--- src/rtl/sp_pkg.sv ---
package sp_pkg;

   typedef enum logic [1:0] {
      OP_NONE   = 2'd0,
      OP_PROT   = 2'd1,
      OP_UNPROT = 2'd2
   } prot_op_e;

   typedef enum logic [1:0] {
      SQ_IDLE    = 2'd0,
      SQ_PRECOND = 2'd1,
      SQ_CLEAR   = 2'd2
   } seq_st_e;

   // four small sectors share the lowest large block, then one sector per large block
   function automatic int sect_count(int addr_w, int main_lg);
      return 3 + (1 << (addr_w - main_lg));
   endfunction

endpackage

--- src/rtl/sp_sect_decode.sv ---
module sp_sect_decode #(
   parameter int ADDR_W  = 21,
   parameter int MAIN_LG = 16,
   parameter int SECT_W  = 6
) (
   input  logic [ADDR_W-1:MAIN_LG-3] addr_hi,
   output logic [SECT_W-1:0]         sect
);
   localparam int TOP_W = ADDR_W - MAIN_LG;

   logic [TOP_W-1:0] blk;
   logic [1:0]       quarter;
   logic             eighth;

   assign blk     = addr_hi[ADDR_W-1:MAIN_LG];
   assign quarter = addr_hi[MAIN_LG-1:MAIN_LG-2];
   assign eighth  = addr_hi[MAIN_LG-3];

   always_comb begin
      if (blk != '0) begin
         sect = SECT_W'(blk) + SECT_W'(3);
      end else begin
         unique case (quarter)
            2'd0:    sect = SECT_W'(0);
            2'd1:    sect = eighth ? SECT_W'(2) : SECT_W'(1);
            default: sect = SECT_W'(3);
         endcase
      end
   end
endmodule

--- src/rtl/sp_op_decode.sv ---
module sp_op_decode
   import sp_pkg::*;
(
   input  logic     op_strobe,
   input  logic     hv_rst,
   input  logic     hv_a9,
   input  logic     hv_oe,
   input  logic     a6,
   input  logic     a1,
   input  logic     a0,
   output prot_op_e op
);
   logic qual;
   logic code_ok;

   assign qual    = hv_rst | (hv_a9 & hv_oe);
   assign code_ok = a1 & ~a0;

   always_comb begin
      op = OP_NONE;
      if (op_strobe && qual && code_ok) begin
         op = a6 ? OP_UNPROT : OP_PROT;
      end
   end
endmodule

--- src/rtl/sp_seq.sv ---
module sp_seq
   import sp_pkg::*;
(
   input  logic     clk,
   input  logic     rst_n,
   input  prot_op_e op,
   output logic     busy,
   output logic     set_one,
   output logic     set_all,
   output logic     clr_all
);
   seq_st_e st;

   always_ff @(posedge clk) begin
      if (!rst_n) begin
         st <= SQ_IDLE;
      end else begin
         unique case (st)
            SQ_IDLE:    if (op == OP_UNPROT) st <= SQ_PRECOND;
            SQ_PRECOND: st <= SQ_CLEAR;
            SQ_CLEAR:   st <= SQ_IDLE;
            default:    st <= SQ_IDLE;
         endcase
      end
   end

   assign busy    = (st != SQ_IDLE);
   assign set_one = (st == SQ_IDLE) && (op == OP_PROT);
   assign set_all = (st == SQ_PRECOND);
   assign clr_all = (st == SQ_CLEAR);
endmodule

--- src/rtl/sp_prot_array.sv ---
module sp_prot_array #(
   parameter int NUM_SECT = 35,
   parameter int SECT_W   = 6
) (
   input  logic                clk,
   input  logic                rst_n,
   input  logic                set_one,
   input  logic [SECT_W-1:0]   idx,
   input  logic                set_all,
   input  logic                clr_all,
   output logic [NUM_SECT-1:0] bits
);
   for (genvar i = 0; i < NUM_SECT; i++) begin : g_flag
      always_ff @(posedge clk) begin
         if (!rst_n) begin
            bits[i] <= 1'b0;
         end else if (clr_all) begin
            bits[i] <= 1'b0;
         end else if (set_all) begin
            bits[i] <= 1'b1;
         end else if (set_one && (idx == SECT_W'(i))) begin
            bits[i] <= 1'b1;
         end
      end
   end
endmodule

--- src/rtl/sp_pe_gate.sv ---
module sp_pe_gate #(
   parameter int NUM_SECT = 35
) (
   input  logic                clk,
   input  logic                rst_n,
   input  logic                pe_req,
   input  logic                pe_chip,
   input  logic                busy,
   input  logic                temp,
   input  logic                sect_bit,
   input  logic [NUM_SECT-1:0] bits,
   output logic                pe_ack,
   output logic                permit,
   output logic [NUM_SECT-1:0] erase_mask
);
   logic [NUM_SECT-1:0] free_mask;

   assign free_mask = temp ? {NUM_SECT{1'b1}} : ~bits;

   always_ff @(posedge clk) begin
      if (!rst_n) begin
         pe_ack     <= 1'b0;
         permit     <= 1'b0;
         erase_mask <= '0;
      end else begin
         pe_ack <= pe_req;
         if (pe_req && !busy && pe_chip) begin
            erase_mask <= free_mask;
            permit     <= |free_mask;
         end else if (pe_req && !busy) begin
            erase_mask <= '0;
            permit     <= temp | ~sect_bit;
         end else begin
            erase_mask <= '0;
            permit     <= 1'b0;
         end
      end
   end
endmodule

--- src/rtl/sp_protect_ctrl.sv ---
module sp_protect_ctrl
   import sp_pkg::*;
#(
   parameter int ADDR_W   = 21,
   parameter int MAIN_LG  = 16,
   parameter int NUM_SECT = sp_pkg::sect_count(ADDR_W, MAIN_LG),
   parameter int SECT_W   = $clog2(NUM_SECT)
) (
   input  logic                clk,
   input  logic                rst_n,
   input  logic [ADDR_W-1:0]   addr,
   input  logic                op_strobe,
   input  logic                hv_rst,
   input  logic                hv_a9,
   input  logic                hv_oe,
   input  logic                pe_req,
   input  logic                pe_chip,
   input  logic                verify_req,
   output logic                busy,
   output logic                pe_ack,
   output logic                permit,
   output logic [NUM_SECT-1:0] erase_mask,
   output logic                verify_valid,
   output logic                verify_bit
);
   if (MAIN_LG < 7 || ADDR_W <= MAIN_LG) begin : g_bad_geom
      $error("sp_protect_ctrl: address geometry too small");
   end
   if (NUM_SECT != sp_pkg::sect_count(ADDR_W, MAIN_LG)) begin : g_bad_count
      $error("sp_protect_ctrl: NUM_SECT does not match geometry");
   end

   logic [SECT_W-1:0]   sect;
   prot_op_e            op;
   logic                set_one, set_all, clr_all;
   logic [NUM_SECT-1:0] prot_bits;
   logic                sect_bit;
   logic                unused_addr;

   assign unused_addr = ^addr;

   sp_sect_decode #(.ADDR_W(ADDR_W), .MAIN_LG(MAIN_LG), .SECT_W(SECT_W)) u_dec (
      .addr_hi (addr[ADDR_W-1:MAIN_LG-3]),
      .sect    (sect)
   );

   sp_op_decode u_opd (
      .op_strobe (op_strobe),
      .hv_rst    (hv_rst),
      .hv_a9     (hv_a9),
      .hv_oe     (hv_oe),
      .a6        (addr[6]),
      .a1        (addr[1]),
      .a0        (addr[0]),
      .op        (op)
   );

   sp_seq u_seq (
      .clk     (clk),
      .rst_n   (rst_n),
      .op      (op),
      .busy    (busy),
      .set_one (set_one),
      .set_all (set_all),
      .clr_all (clr_all)
   );

   sp_prot_array #(.NUM_SECT(NUM_SECT), .SECT_W(SECT_W)) u_arr (
      .clk     (clk),
      .rst_n   (rst_n),
      .set_one (set_one),
      .idx     (sect),
      .set_all (set_all),
      .clr_all (clr_all),
      .bits    (prot_bits)
   );

   assign sect_bit = prot_bits[sect];

   sp_pe_gate #(.NUM_SECT(NUM_SECT)) u_gate (
      .clk        (clk),
      .rst_n      (rst_n),
      .pe_req     (pe_req),
      .pe_chip    (pe_chip),
      .busy       (busy),
      .temp       (hv_rst),
      .sect_bit   (sect_bit),
      .bits       (prot_bits),
      .pe_ack     (pe_ack),
      .permit     (permit),
      .erase_mask (erase_mask)
   );

   always_ff @(posedge clk) begin
      if (!rst_n) begin
         verify_valid <= 1'b0;
         verify_bit   <= 1'b0;
      end else begin
         verify_valid <= verify_req;
         verify_bit   <= verify_req & sect_bit;
      end
   end
endmodule

--- config.mk ---
export PLATFORM = sky130hd
export DESIGN_NAME = sp_protect_ctrl
export DESIGN_NICKNAME = d
export VERILOG_FILES = /design/src/rtl/sp_pkg.sv /design/src/rtl/sp_sect_decode.sv /design/src/rtl/sp_op_decode.sv /design/src/rtl/sp_seq.sv /design/src/rtl/sp_prot_array.sv /design/src/rtl/sp_pe_gate.sv /design/src/rtl/sp_protect_ctrl.sv
export SDC_FILE = /design/constraint.sdc
export NUM_CORES = 1
export LEC_CHECK = 0
export ABC_AREA = 1
export BUFFER_PORTS_ARGS = -buffer_cell sky130_fd_sc_hd__buf_2
export CAP_MARGIN = 20
export CORE_MARGIN = 4
export CORE_UTILIZATION = 40
export DETAILED_ROUTE_END_ITERATION = 10
export PLACE_DENSITY = 0.65
export SLEW_MARGIN = 20
export SYNTH_ARGS = -nofsm -noshare
export SYNTH_HDL_FRONTEND = slang
export SYNTH_SLANG_ARGS = --single-unit
--- constraint.sdc ---
create_clock -name clk -period 2.2 [get_ports clk]
set_input_delay 0.44 -clock clk [delete_from_list [all_inputs] [get_ports clk]]
set_output_delay 0.44 -clock clk [all_outputs]
set_load 0.01 [all_outputs]
==> results of run 1 <==
## area by class of cell
type | count | area [um^2] | area share
clock buffers | 12 | 165 | 0.0407
clock inverters | 4 | 70.1 | 0.0173
inverters | 64 | 240 | 0.0592
multi-input cells | 274 | 1340 | 0.331
flip-flops and latches | 76 | 1520 | 0.375
well taps | 102 | 128 | 0.0315
repair buffers | 93 | 588 | 0.145
## cells by family after synthesis
family	count (synthesis)	synth area share
AO/OA/AOI/OAI	78	0.142
XOR/XNOR	1	0.00276
adder cells (fa/ha/maj)	1	0.00394
buffers and inverters	81	0.102
flip-flops	76	0.479
AND/OR/NAND/NOR	194	0.270
## worst register-to-register path: cells and delay by family, from the launching register on
| family | cells | cell delay, ps |
|---|---|---|
| AND/OR/NAND/NOR | 3 | 630 |
| flip-flops | 1 | 340 |
| buffers and inverters | 2 | 330 |
| AO/OA/AOI/OAI | 1 | 150 |
## path summary, 6_finish.rpt
kind	start	endpoint	slack (ps)	depth (start not counted)
worst min-delay path	verify_req	verify_valid	290	3
worst min register to register	u_arr.bits[0]	u_gate.erase_mask[0]	430	1
worst max-delay path	addr[16]	u_arr.bits[21]	230	13
worst max register to register	u_seq.st[0]	u_gate.erase_mask[23]	690	6
## layer usage
metal | share of wire | up-vias | routed length (um) | GRT usage
met5 | 0 | - | 0 | 0
met4 | 0.012 | 0 | 104 | 0.0540
met3 | 0.047 | 11 | 408 | 0.0445
met2 | 0.48 | 64 | 4230 | 0.323
met1 | 0.46 | 1426 | 3980 | 0.235
li1 | - | 1579 | - | -
## state kept, by name (all words and copies together) (netlist names)
signal and flops:
u_arr.bits 35, verify_bit 1, u_seq.st 2, u_gate.erase_mask 35
u_gate.permit 1, u_gate.pe_ack 1, verify_valid 1
## layout by cell type (no fill, tap or decap), types with 2 or more instances in the layout
cell	Yosys	layout
sky130_fd_sc_hd__a21oi_1	34	34
sky130_fd_sc_hd__a31oi_1	35	35
sky130_fd_sc_hd__buf_12	0	3
sky130_fd_sc_hd__buf_2	2	59
sky130_fd_sc_hd__buf_4	1	31
sky130_fd_sc_hd__bufinv_16	0	2
sky130_fd_sc_hd__clkbuf_8	0	12
sky130_fd_sc_hd__clkinv_2	0	2
sky130_fd_sc_hd__dfxtp_1	76	76
sky130_fd_sc_hd__inv_1	63	63
sky130_fd_sc_hd__nand2_1	109	109
sky130_fd_sc_hd__nand2_4	3	2
sky130_fd_sc_hd__nand3_1	35	35
sky130_fd_sc_hd__nand4_1	3	3
sky130_fd_sc_hd__nor2_1	25	24
sky130_fd_sc_hd__nor2_2	4	5
sky130_fd_sc_hd__nor3_1	2	2
sky130_fd_sc_hd__nor4_1	8	8
sky130_fd_sc_hd__o21ai_1	3	3
sky130_fd_sc_hd__o21ai_2	1	2
## stage by stage
| stage | cells | worst slack (ps) | total power [W] | instance area [um^2] |
|---|---|---|---|---|
| final | 625 | 233 | 0.00305 | 4060 |
| after global routing | 625 | 23.6 | 0.00319 | 4060 |
| after CTS | 625 | 135 | 0.00307 | 4050 |
| after detailed placement | 609 | -247 | 0.00186 | 3810 |
| after global placement | 609 | -201 | 0.00185 | 3810 |
| after floorplan | 431 | 149 | 0.00169 | 3180 |
## where the power goes
part / switching (W) / total, W / internal [W]
clock: 0.000489 / 0.00122 / 0.000728
sequential: 0.0000120 / 0.00143 / 0.00142
combinational: 0.000247 / 0.000401 / 0.000154
## repair_timing
item / in CTS / in global routing
hold buffers: 0 / 0
endpoints found under the setup margin: 0 / 2
endpoints found under the hold margin: 0 / 0
gates resized for setup: 0 / 3
==> reports/results.ini, run 1 <==
[run_status]
outcome = finished clean

[grt]
track_usage = 0.188
grt-ovfl-total = 0
grt_first_pass_wirelength_mm = 14.3
grt_antenna_before_repair = 0
largest_net_degree_at_the_start_of_global_routing = 36
grt_pass1_vias = 2995

[cts]
cts-buffers-inserted = 9
clk_pin_slew_worst_paths_ps = 80
cts_setup_buffers = 0
clockRootBuffer = sky130_fd_sc_hd__clkbuf_8
tritoncts_clock_tree = built
worst_skew_pair.late_latency_ps = 350
clockBufferDepth = 2
number_of_clock_sinks = 76
cts_htree_levels = 3

[sta]
report.final.setup_viol = 0
timing.final.hold_violations = 0
rsz_0062_raised_after_global_routing = false
period_minus_slack_ps = 1970
timing_max_transition_violations_final = 0
max_slew.worst_pin.slew_ps = 476
period_share = 0.894
finClkSkew_ps = 8.19
relSlewSlack = 0.682
final.hold.worst_slack_ps = 292
max_clock_freq_mhz = 508
fin_setup_tns_ps = 0

[yosys]
synth_seq_cells = 76
post_synth_instance_area_um2 = 3180
number_of_warning_messages_in_the_yosys_log = 0
synth_seq_area_share = 0.479
async_reset_ff_frac = 0
synth-edff-count = 0
synth_common_cells = sky130_fd_sc_hd__nand2_1 (109), sky130_fd_sc_hd__dfxtp_1 (76), sky130_fd_sc_hd__inv_1 (63)
postSynthCellCount = 431
synth_nets = 462
synthDistinctLibCells = 30
netlist.top_cell.by_area = sky130_fd_sc_hd__dfxtp_1
synth.most_common_cell = sky130_fd_sc_hd__nand2_1
yosys_most_used_dff = sky130_fd_sc_hd__dfxtp_1
avgSynthCellArea_um2 = 7.37
top_cells_by_area_synth = sky130_fd_sc_hd__dfxtp_1 (48%), sky130_fd_sc_hd__nand2_1 (13%), sky130_fd_sc_hd__inv_1 (7.4%)
share_of_the_synthesized_area_in_the_top_cell_type = 0.479

[cells_and_area]
area_delta_synth_final_pct = 27.7
num_antenna_cells = 0
num-fill-cells = 799
nets = 549
fin_util = 0.525
final_layout_size_suffix_gt1_frac = 0.239

[drt]
drt-initial-drc-count = 146
routedWlPerCell_um = 14.0
ant_nets = 0
drcViolationCount = 0
drt_pre_antenna_iters = 4
viasPerCell = 4.93
wl_mm = 8.72
routed-via-count = 3080

[power]
p_leak_nw = 1.95
irDropWorstVdd_v = 0.000332
powerDensity_nw_per_um2 = 751

[worst_setup_path]
path_buf_inv = 6
critPathTopFamily = simple AND/OR/NAND/NOR gates
timing.critical_path.arrival_ps = 2240
path_max_fanout = 6
timing.critical_path.to_type = register
timing.critical_path.cells = buf_2, inv_1, ha_1, inv_1, nor2_2, buf_4, nor2_1, inv_1, nor2_2, inv_1, nor2_1, nand2_1, a31oi_1
crit_path_frequent_cell = sky130_fd_sc_hd__inv_1
slowest_delay_ps = 340
worstPathRequired_ps = 2480
criticalPathCategory = in2reg
timing.critical_path.from_type = primary input
critPathSlowestCell = sky130_fd_sc_hd__nor2_2

[place]
dp.final_hpwl_mm = 6.57
gpl.final_weighted_congestion = 0.939
io_buffer_count = 59

[floorplan]
placementRows = 32
floorplan.die.height_um = 97.1
floorplan.initialDensity = 0.411
floorplan.die.width_um = 97.1
design.core.area_um2 = 7730
fp.dieArea_um2 = 9430
floorplan.io_pins = 70

[run]
drv.max_cap_violation_count = 0

[hold_path]
hp-class = in2reg

No activity file was read; power rests on OpenSTA's default activity.
==> run 2: changes to the inputs <==
--- a/config.mk
+++ b/config.mk
@@ -11,6 +11,7 @@
 export CORE_MARGIN = 4
 export CORE_UTILIZATION = 40
 export DETAILED_ROUTE_END_ITERATION = 10
+export GPL_ROUTABILITY_DRIVEN = 0
 export PLACE_DENSITY = 0.65
 export SLEW_MARGIN = 20
 export SYNTH_ARGS = -nofsm -noshare
==> constraint.sdc (replaced) <==
create_clock -name clk -period 2.1 [get_ports clk]
set_input_delay 0.42 -clock clk [delete_from_list [all_inputs] [get_ports clk]]
set_output_delay 0.42 -clock clk [all_outputs]
set_load 0.01 [all_outputs]
==> reports/results.ini, run 2 (same netlist as run 1, synthesis figures left out) <==
[run_status]
outcome = finished clean

[floorplan]
floorplan.die.height_um = 97.1  ; unchanged
placementRows = 32  ; unchanged
design.core.area_um2 = 7730  ; unchanged
floorplan.initialDensity = 0.411  ; unchanged
fp.dieArea_um2 = 9430  ; unchanged
floorplan.io_pins = 70  ; unchanged
floorplan.die.width_um = 97.1  ; unchanged

[grt]
grt_pass1_vias = 2796  ; -6.6%
track_usage = 0.172  ; -0.0160
grt_first_pass_wirelength_mm = 13.3  ; -6.8%
largest_net_degree_at_the_start_of_global_routing = 36  ; unchanged
grt_antenna_before_repair = 0  ; unchanged
grt-ovfl-total = 0  ; unchanged

[drt]
viasPerCell = 4.98  ; +0.97%
routedWlPerCell_um = 12.9  ; -7.5%
ant_nets = 0  ; unchanged
drcViolationCount = 0  ; unchanged
wl_mm = 8.06  ; -7.5%
routed-via-count = 3110  ; +0.97%
drt-initial-drc-count = 194  ; +33%
drt_pre_antenna_iters = 5  ; +1

[cells_and_area]
biggestRegsByFlops = u_arr.bits (35), u_gate.erase_mask (35), u_seq.st (2)
nets = 550  ; +0.18%
area_delta_synth_final_pct = 27.9  ; about the same
final_instance_area_um2 = 4060  ; about the same
final_cell_mix = sky130_fd_sc_hd__nand2_1 (109), sky130_fd_sc_hd__dfxtp_1 (76), sky130_fd_sc_hd__inv_1 (63), sky130_fd_sc_hd__buf_2 (59)
final_layout_size_suffix_gt1_frac = 0.243  ; +0.00382
num-fill-cells = 771  ; -3.5%
num_antenna_cells = 0  ; unchanged
most_common_cell_after_layout_fill_and_taps_aside = sky130_fd_sc_hd__nand2_1

[cts]
number_of_clock_sinks = 76  ; unchanged
worst_skew_pair.late_latency_ps = 350  ; about the same
clockBufferDepth = 2  ; unchanged
cts_setup_buffers = 0  ; unchanged
cts_htree_levels = 3  ; unchanged
cts.hold.buffers_added = 0  ; unchanged
clk_pin_slew_worst_paths_ps = 80  ; about the same
tritoncts_clock_tree = built
cts_repair_resize_count = 0  ; unchanged
clockRootBuffer = sky130_fd_sc_hd__clkbuf_8
cts-buffers-inserted = 9  ; unchanged

[sta]
timing.final.hold_violations = 0  ; unchanged
period_minus_slack_ps = 1930
finClkSkew_ps = 14.2  ; +6.01 ps
rsz_0062_raised_after_global_routing = false
period_share = 0.920
relSlewSlack = 0.722  ; +0.0407
max_slew.worst_pin.slew_ps = 413  ; -63.1 ps
timing_max_transition_violations_final = 0  ; unchanged
max_clock_freq_mhz = 517
report.final.setup_viol = 0  ; unchanged

[worst_setup_path]
timing.critical_path.from_type = primary input
worstRegToRegCells = 5  ; -1
worst_r2r_setup_slack_ps = 570  ; -120 ps
worst_r2r_endpoint = u_gate.permit
criticalPathCategory = in2reg
timing.critical_path.arrival_ps = 2160  ; -80 ps
path_max_fanout = 5  ; -1
timing.critical_path.to_type = register
worstPathRequired_ps = 2320  ; -160 ps
regToRegStartpoint = u_arr.bits[23]

[power]
total_power_w = 0.00322  ; +5.7%
clock_power_share = 0.406  ; +0.007
switching_share_of_total_power = 0.237  ; -0.00864
irDropWorstVdd_v = 0.000302  ; -8.9%
powerDensity_nw_per_um2 = 793  ; +5.6%
switching_power_of_the_nets_w = 0.000763  ; +2.0%
share_seq_of_total_power = 0.465  ; -0.004
power.combinational.fraction = 0.130  ; -0.002
p_leak_nw = 1.95  ; about the same
internal_power_w = 0.00246  ; +6.9%

[place]
dp.final_hpwl_mm = 5.97  ; -9.2%
placed_cell_area_um2 = 3800  ; -0.13%
io_buffer_count = 59  ; unchanged

[hold_path]
hp-class = in2reg
worst_hold_end = verify_valid
worstHoldStart = verify_req
timing.hold.worst_path_depth = 3  ; unchanged

[run]
drv.max_cap_violation_count = 0  ; unchanged

[run 2: cell count changes in the layout (fill, tap and decap cells not counted), sizes merged]
cell,before,now
clkbuf,12,10
buf,93,94
bufinv,2,3
[run 2: worst max-delay path by stage]
stage | from | end
after CTS | addr[16] | u_gate.permit
after global placement | addr[16] | u_gate.permit
after floorplan | addr[16] | u_gate.permit
after detailed placement | addr[16] | u_gate.permit
final | addr[16] | u_gate.permit
after global routing | addr[16] | u_gate.permit
[run 2: critical path, cell delays in order]
cell and delay, ps:
sky130_fd_sc_hd__buf_2 100, sky130_fd_sc_hd__inv_1 80, sky130_fd_sc_hd__ha_2 190, sky130_fd_sc_hd__nand2_1 90
sky130_fd_sc_hd__nor2_4 120, sky130_fd_sc_hd__buf_4 130, sky130_fd_sc_hd__nand2_4 70, sky130_fd_sc_hd__buf_4 170
sky130_fd_sc_hd__nand3_1 60, sky130_fd_sc_hd__nand2_1 50, sky130_fd_sc_hd__nand2_1 60, sky130_fd_sc_hd__nand2_1 50
sky130_fd_sc_hd__nand2_1 50, sky130_fd_sc_hd__nand2_1 60, sky130_fd_sc_hd__o21ai_1 130, sky130_fd_sc_hd__nand3_1 150
sky130_fd_sc_hd__nor2_1 110, sky130_fd_sc_hd__nor2_1 50
[run 2: per-layer routing]
metal / part of all wire / wire length [um] / track usage / up-vias
met2: 0.46 / 3700 / 0.277 / 133
met4: 0.031 / 252 / 0.0734 / 0
met5: 0 / 0 / 0 / -
met3: 0.074 / 597 / 0.0416 / 25
li1: - / - / - / 1580
met1: 0.44 / 3510 / 0.220 / 1372
[run 2: power by group through the flow]
stage	registers [W]	clock network [W]	logic, W
2_1_floorplan	0.00155	0	0.000218
4_1_cts	0.00150	0.00134	0.000410
3_3_place_gp	0.00153	0	0.000402
3_5_place_dp	0.00153	0	0.000408
6_report	0.00150	0.00131	0.000417
5_1_grt	0.00150	0.00140	0.000463
[run 2: cell type report]
class	instances	area, um^2	share of cell area
flip-flops and latches	76	1520	0.375
multi-input cells	274	1350	0.333
repair buffers	94	583	0.144
inverters	64	240	0.0592
clock buffers	10	138	0.0339
well taps	102	128	0.0314
clock inverters	5	100	0.0247
[run 2: per-stage QoR]
step	worst slack, ps	hold WS, ps	setup TNS [ps]	instances	util
floorplan	69.3	408	0	431	-
global placement	-259	419	-790	610	0.492
detailed placement	-288	422	-1230	610	0.492
CTS	69.1	267	0	625	0.523
global route	9.64	278	0	625	0.525
finish	168	274	0	625	0.525
==> run 3: changes to the inputs <==
--- a/config.mk
+++ b/config.mk
@@ -8,7 +8,7 @@
 export ABC_AREA = 1
 export BUFFER_PORTS_ARGS = -buffer_cell sky130_fd_sc_hd__buf_2
 export CAP_MARGIN = 20
-export CORE_MARGIN = 4
+export CORE_MARGIN = 2
 export CORE_UTILIZATION = 40
 export DETAILED_ROUTE_END_ITERATION = 10
 export GPL_ROUTABILITY_DRIVEN = 0
==> reports/results.ini, run 3 (same netlist as run 1, synthesis figures left out) <==
[run_status]
outcome = finished clean

[floorplan]
floorplan.die.height_um = 93.1  ; -4.1%
floorplan.io_pins = 70  ; unchanged
design.core.area_um2 = 7730  ; unchanged
placementRows = 32  ; unchanged
floorplan.die.width_um = 93.1  ; -4.1%
floorplan.initialDensity = 0.411  ; unchanged
fp.dieArea_um2 = 8670  ; -8.1%

[drt]
ant_nets = 0  ; unchanged
drt-initial-drc-count = 178  ; -8.2%
drcViolationCount = 0  ; unchanged
routedWlPerCell_um = 12.8  ; -0.78%
viasPerCell = 4.83  ; -2.9%
routed-via-count = 3024  ; -2.8%
wl_mm = 8.01  ; -0.62%
drt_pre_antenna_iters = 4  ; -1

[hold_path]
hp-class = in2reg
timing.hold.worst_path_depth = 3  ; unchanged

[power]
powerDensity_nw_per_um2 = 748  ; -5.7%
total_power_w = 0.00300  ; -6.8%
p_leak_nw = 1.93  ; -1.0%
irDropWorstVdd_v = 0.000327  ; +8.3%

[grt]
grt_pass1_vias = 2897  ; +3.6%
grt_first_pass_wirelength_mm = 13.3  ; -0.36%
grt_antenna_before_repair = 0  ; unchanged
track_usage = 0.197  ; +0.0248
grt-ovfl-total = 0  ; unchanged
largest_net_degree_at_the_start_of_global_routing = 36  ; unchanged

[cts]
cts.hold.buffers_added = 0  ; unchanged
clockBufferDepth = 2  ; unchanged
number_of_clock_sinks = 76  ; unchanged
worst_skew_pair.late_latency_ps = 350  ; about the same
clockRootBuffer = sky130_fd_sc_hd__clkbuf_8
cts-buffers-inserted = 9  ; unchanged
cts_htree_levels = 3  ; unchanged
tritoncts_clock_tree = built
clk_pin_slew_worst_paths_ps = 80  ; about the same

[sta]
timing.final.hold_violations = 0  ; unchanged
relSlewSlack = 0.664  ; -0.0581
finClkSkew_ps = 5.08  ; -9.12 ps
max_slew.worst_pin.slew_ps = 502  ; +89.2 ps
fin_setup_tns_ps = 0  ; unchanged
report.final.setup_viol = 0  ; unchanged
timing.final.ws_setup_ps = 154  ; -13.9 ps
max_clock_freq_mhz = 514  ; -0.71%
period_minus_slack_ps = 1950  ; +13.9 ps
timing_max_transition_violations_final = 0  ; unchanged
period_share = 0.927  ; +0.00661

[cells_and_area]
num_antenna_cells = 0  ; unchanged
final_cell_mix = sky130_fd_sc_hd__nand2_1 (109), sky130_fd_sc_hd__dfxtp_1 (76), sky130_fd_sc_hd__inv_1 (63), sky130_fd_sc_hd__buf_2 (59)
nets = 551  ; +0.18%
final_layout_size_suffix_gt1_frac = 0.242  ; -0.000463
biggestRegsByFlops = u_arr.bits (35), u_gate.erase_mask (35), u_seq.st (2)
fin_cells = 626  ; +0.16%
area_delta_synth_final_pct = 26.5
most_common_cell_after_layout_fill_and_taps_aside = sky130_fd_sc_hd__nand2_1
num-fill-cells = 764  ; -0.91%
seqCellArea_um2 = 1520  ; unchanged
fin_util = 0.520  ; -0.00567
multiInputGateArea_um2 = 1350  ; -0.28%

[place]
dp.final_hpwl_mm = 5.80  ; -2.8%
post-place-cells = 610  ; unchanged
dp_slack_ps = -278  ; +10.2 ps
io_buffer_count = 59  ; unchanged

[worst_setup_path]
worstPathRequired_ps = 2330  ; about the same
timing.critical_path.to_type = register
timing.critical_path.arrival_ps = 2180  ; +20 ps
timing.critical_path.from_type = primary input
criticalPathCategory = in2reg
path_max_fanout = 5  ; unchanged
worstRegToRegCells = 5  ; unchanged

[run]
drv.max_cap_violation_count = 0  ; unchanged

-- run 3: per-layer routing --
metal	global-route usage	up-vias	share of wire
li1	-	1584	-
met1	0.244	1338	0.44
met2	0.324	91	0.48
met3	0.0459	11	0.059
met4	0.0919	0	0.019
met5	0	-	0
-- run 3: area by class of cell --
class / instances / area share
clock inverter: 5 / 0.0131
sequential: 76 / 0.379
multi-input combinational: 274 / 0.335
timing repair buffer: 95 / 0.147
clock buffer: 10 / 0.0343
inverter: 64 / 0.0598
tap: 102 / 0.0318
-- run 3: path summary, 6_finish.rpt --
check / from / end / slack (ps)
setup / recovery: addr[16] / u_gate.permit / 150
hold / removal: verify_req / verify_valid / 280
setup reg to reg: u_seq.st[0] / u_arr.bits[34] / 600
hold reg to reg: u_arr.bits[14] / u_gate.erase_mask[14] / 430
-- run 3: where the power goes --
part           internal [W]  switching (W)
clock network      0.000568       0.000518
logic              0.000167       0.000253
registers           0.00148      0.0000125
-- run 3: worst max-delay path, stage by stage --
cell and delay, ps:
sky130_fd_sc_hd__buf_2 100, sky130_fd_sc_hd__inv_1 70, sky130_fd_sc_hd__ha_2 190, sky130_fd_sc_hd__nand2_1 90, sky130_fd_sc_hd__nor2_4 160, sky130_fd_sc_hd__buf_4 140
sky130_fd_sc_hd__nand2_4 70, sky130_fd_sc_hd__buf_4 170, sky130_fd_sc_hd__nand3_1 60, sky130_fd_sc_hd__nand2_1 60, sky130_fd_sc_hd__nand2_1 60, sky130_fd_sc_hd__nand2_1 50
sky130_fd_sc_hd__nand2_1 60, sky130_fd_sc_hd__nand2_1 70, sky130_fd_sc_hd__o21ai_1 120, sky130_fd_sc_hd__nand3_1 110, sky130_fd_sc_hd__nor2_1 140, sky130_fd_sc_hd__nor2_1 50
-- run 3: through the flow --
step	cell area, um^2	hold slack [ps]
after floorplan	3180	408
after global placement	3800	419
after detailed placement	3800	421
after CTS	4000	275
after global routing	4020	286
final	4020	284
-- run 3: repair_timing --
item,CTS,global route
gates resized for setup,0,4
endpoints found under the setup margin,0,2
buffers inserted,0,1
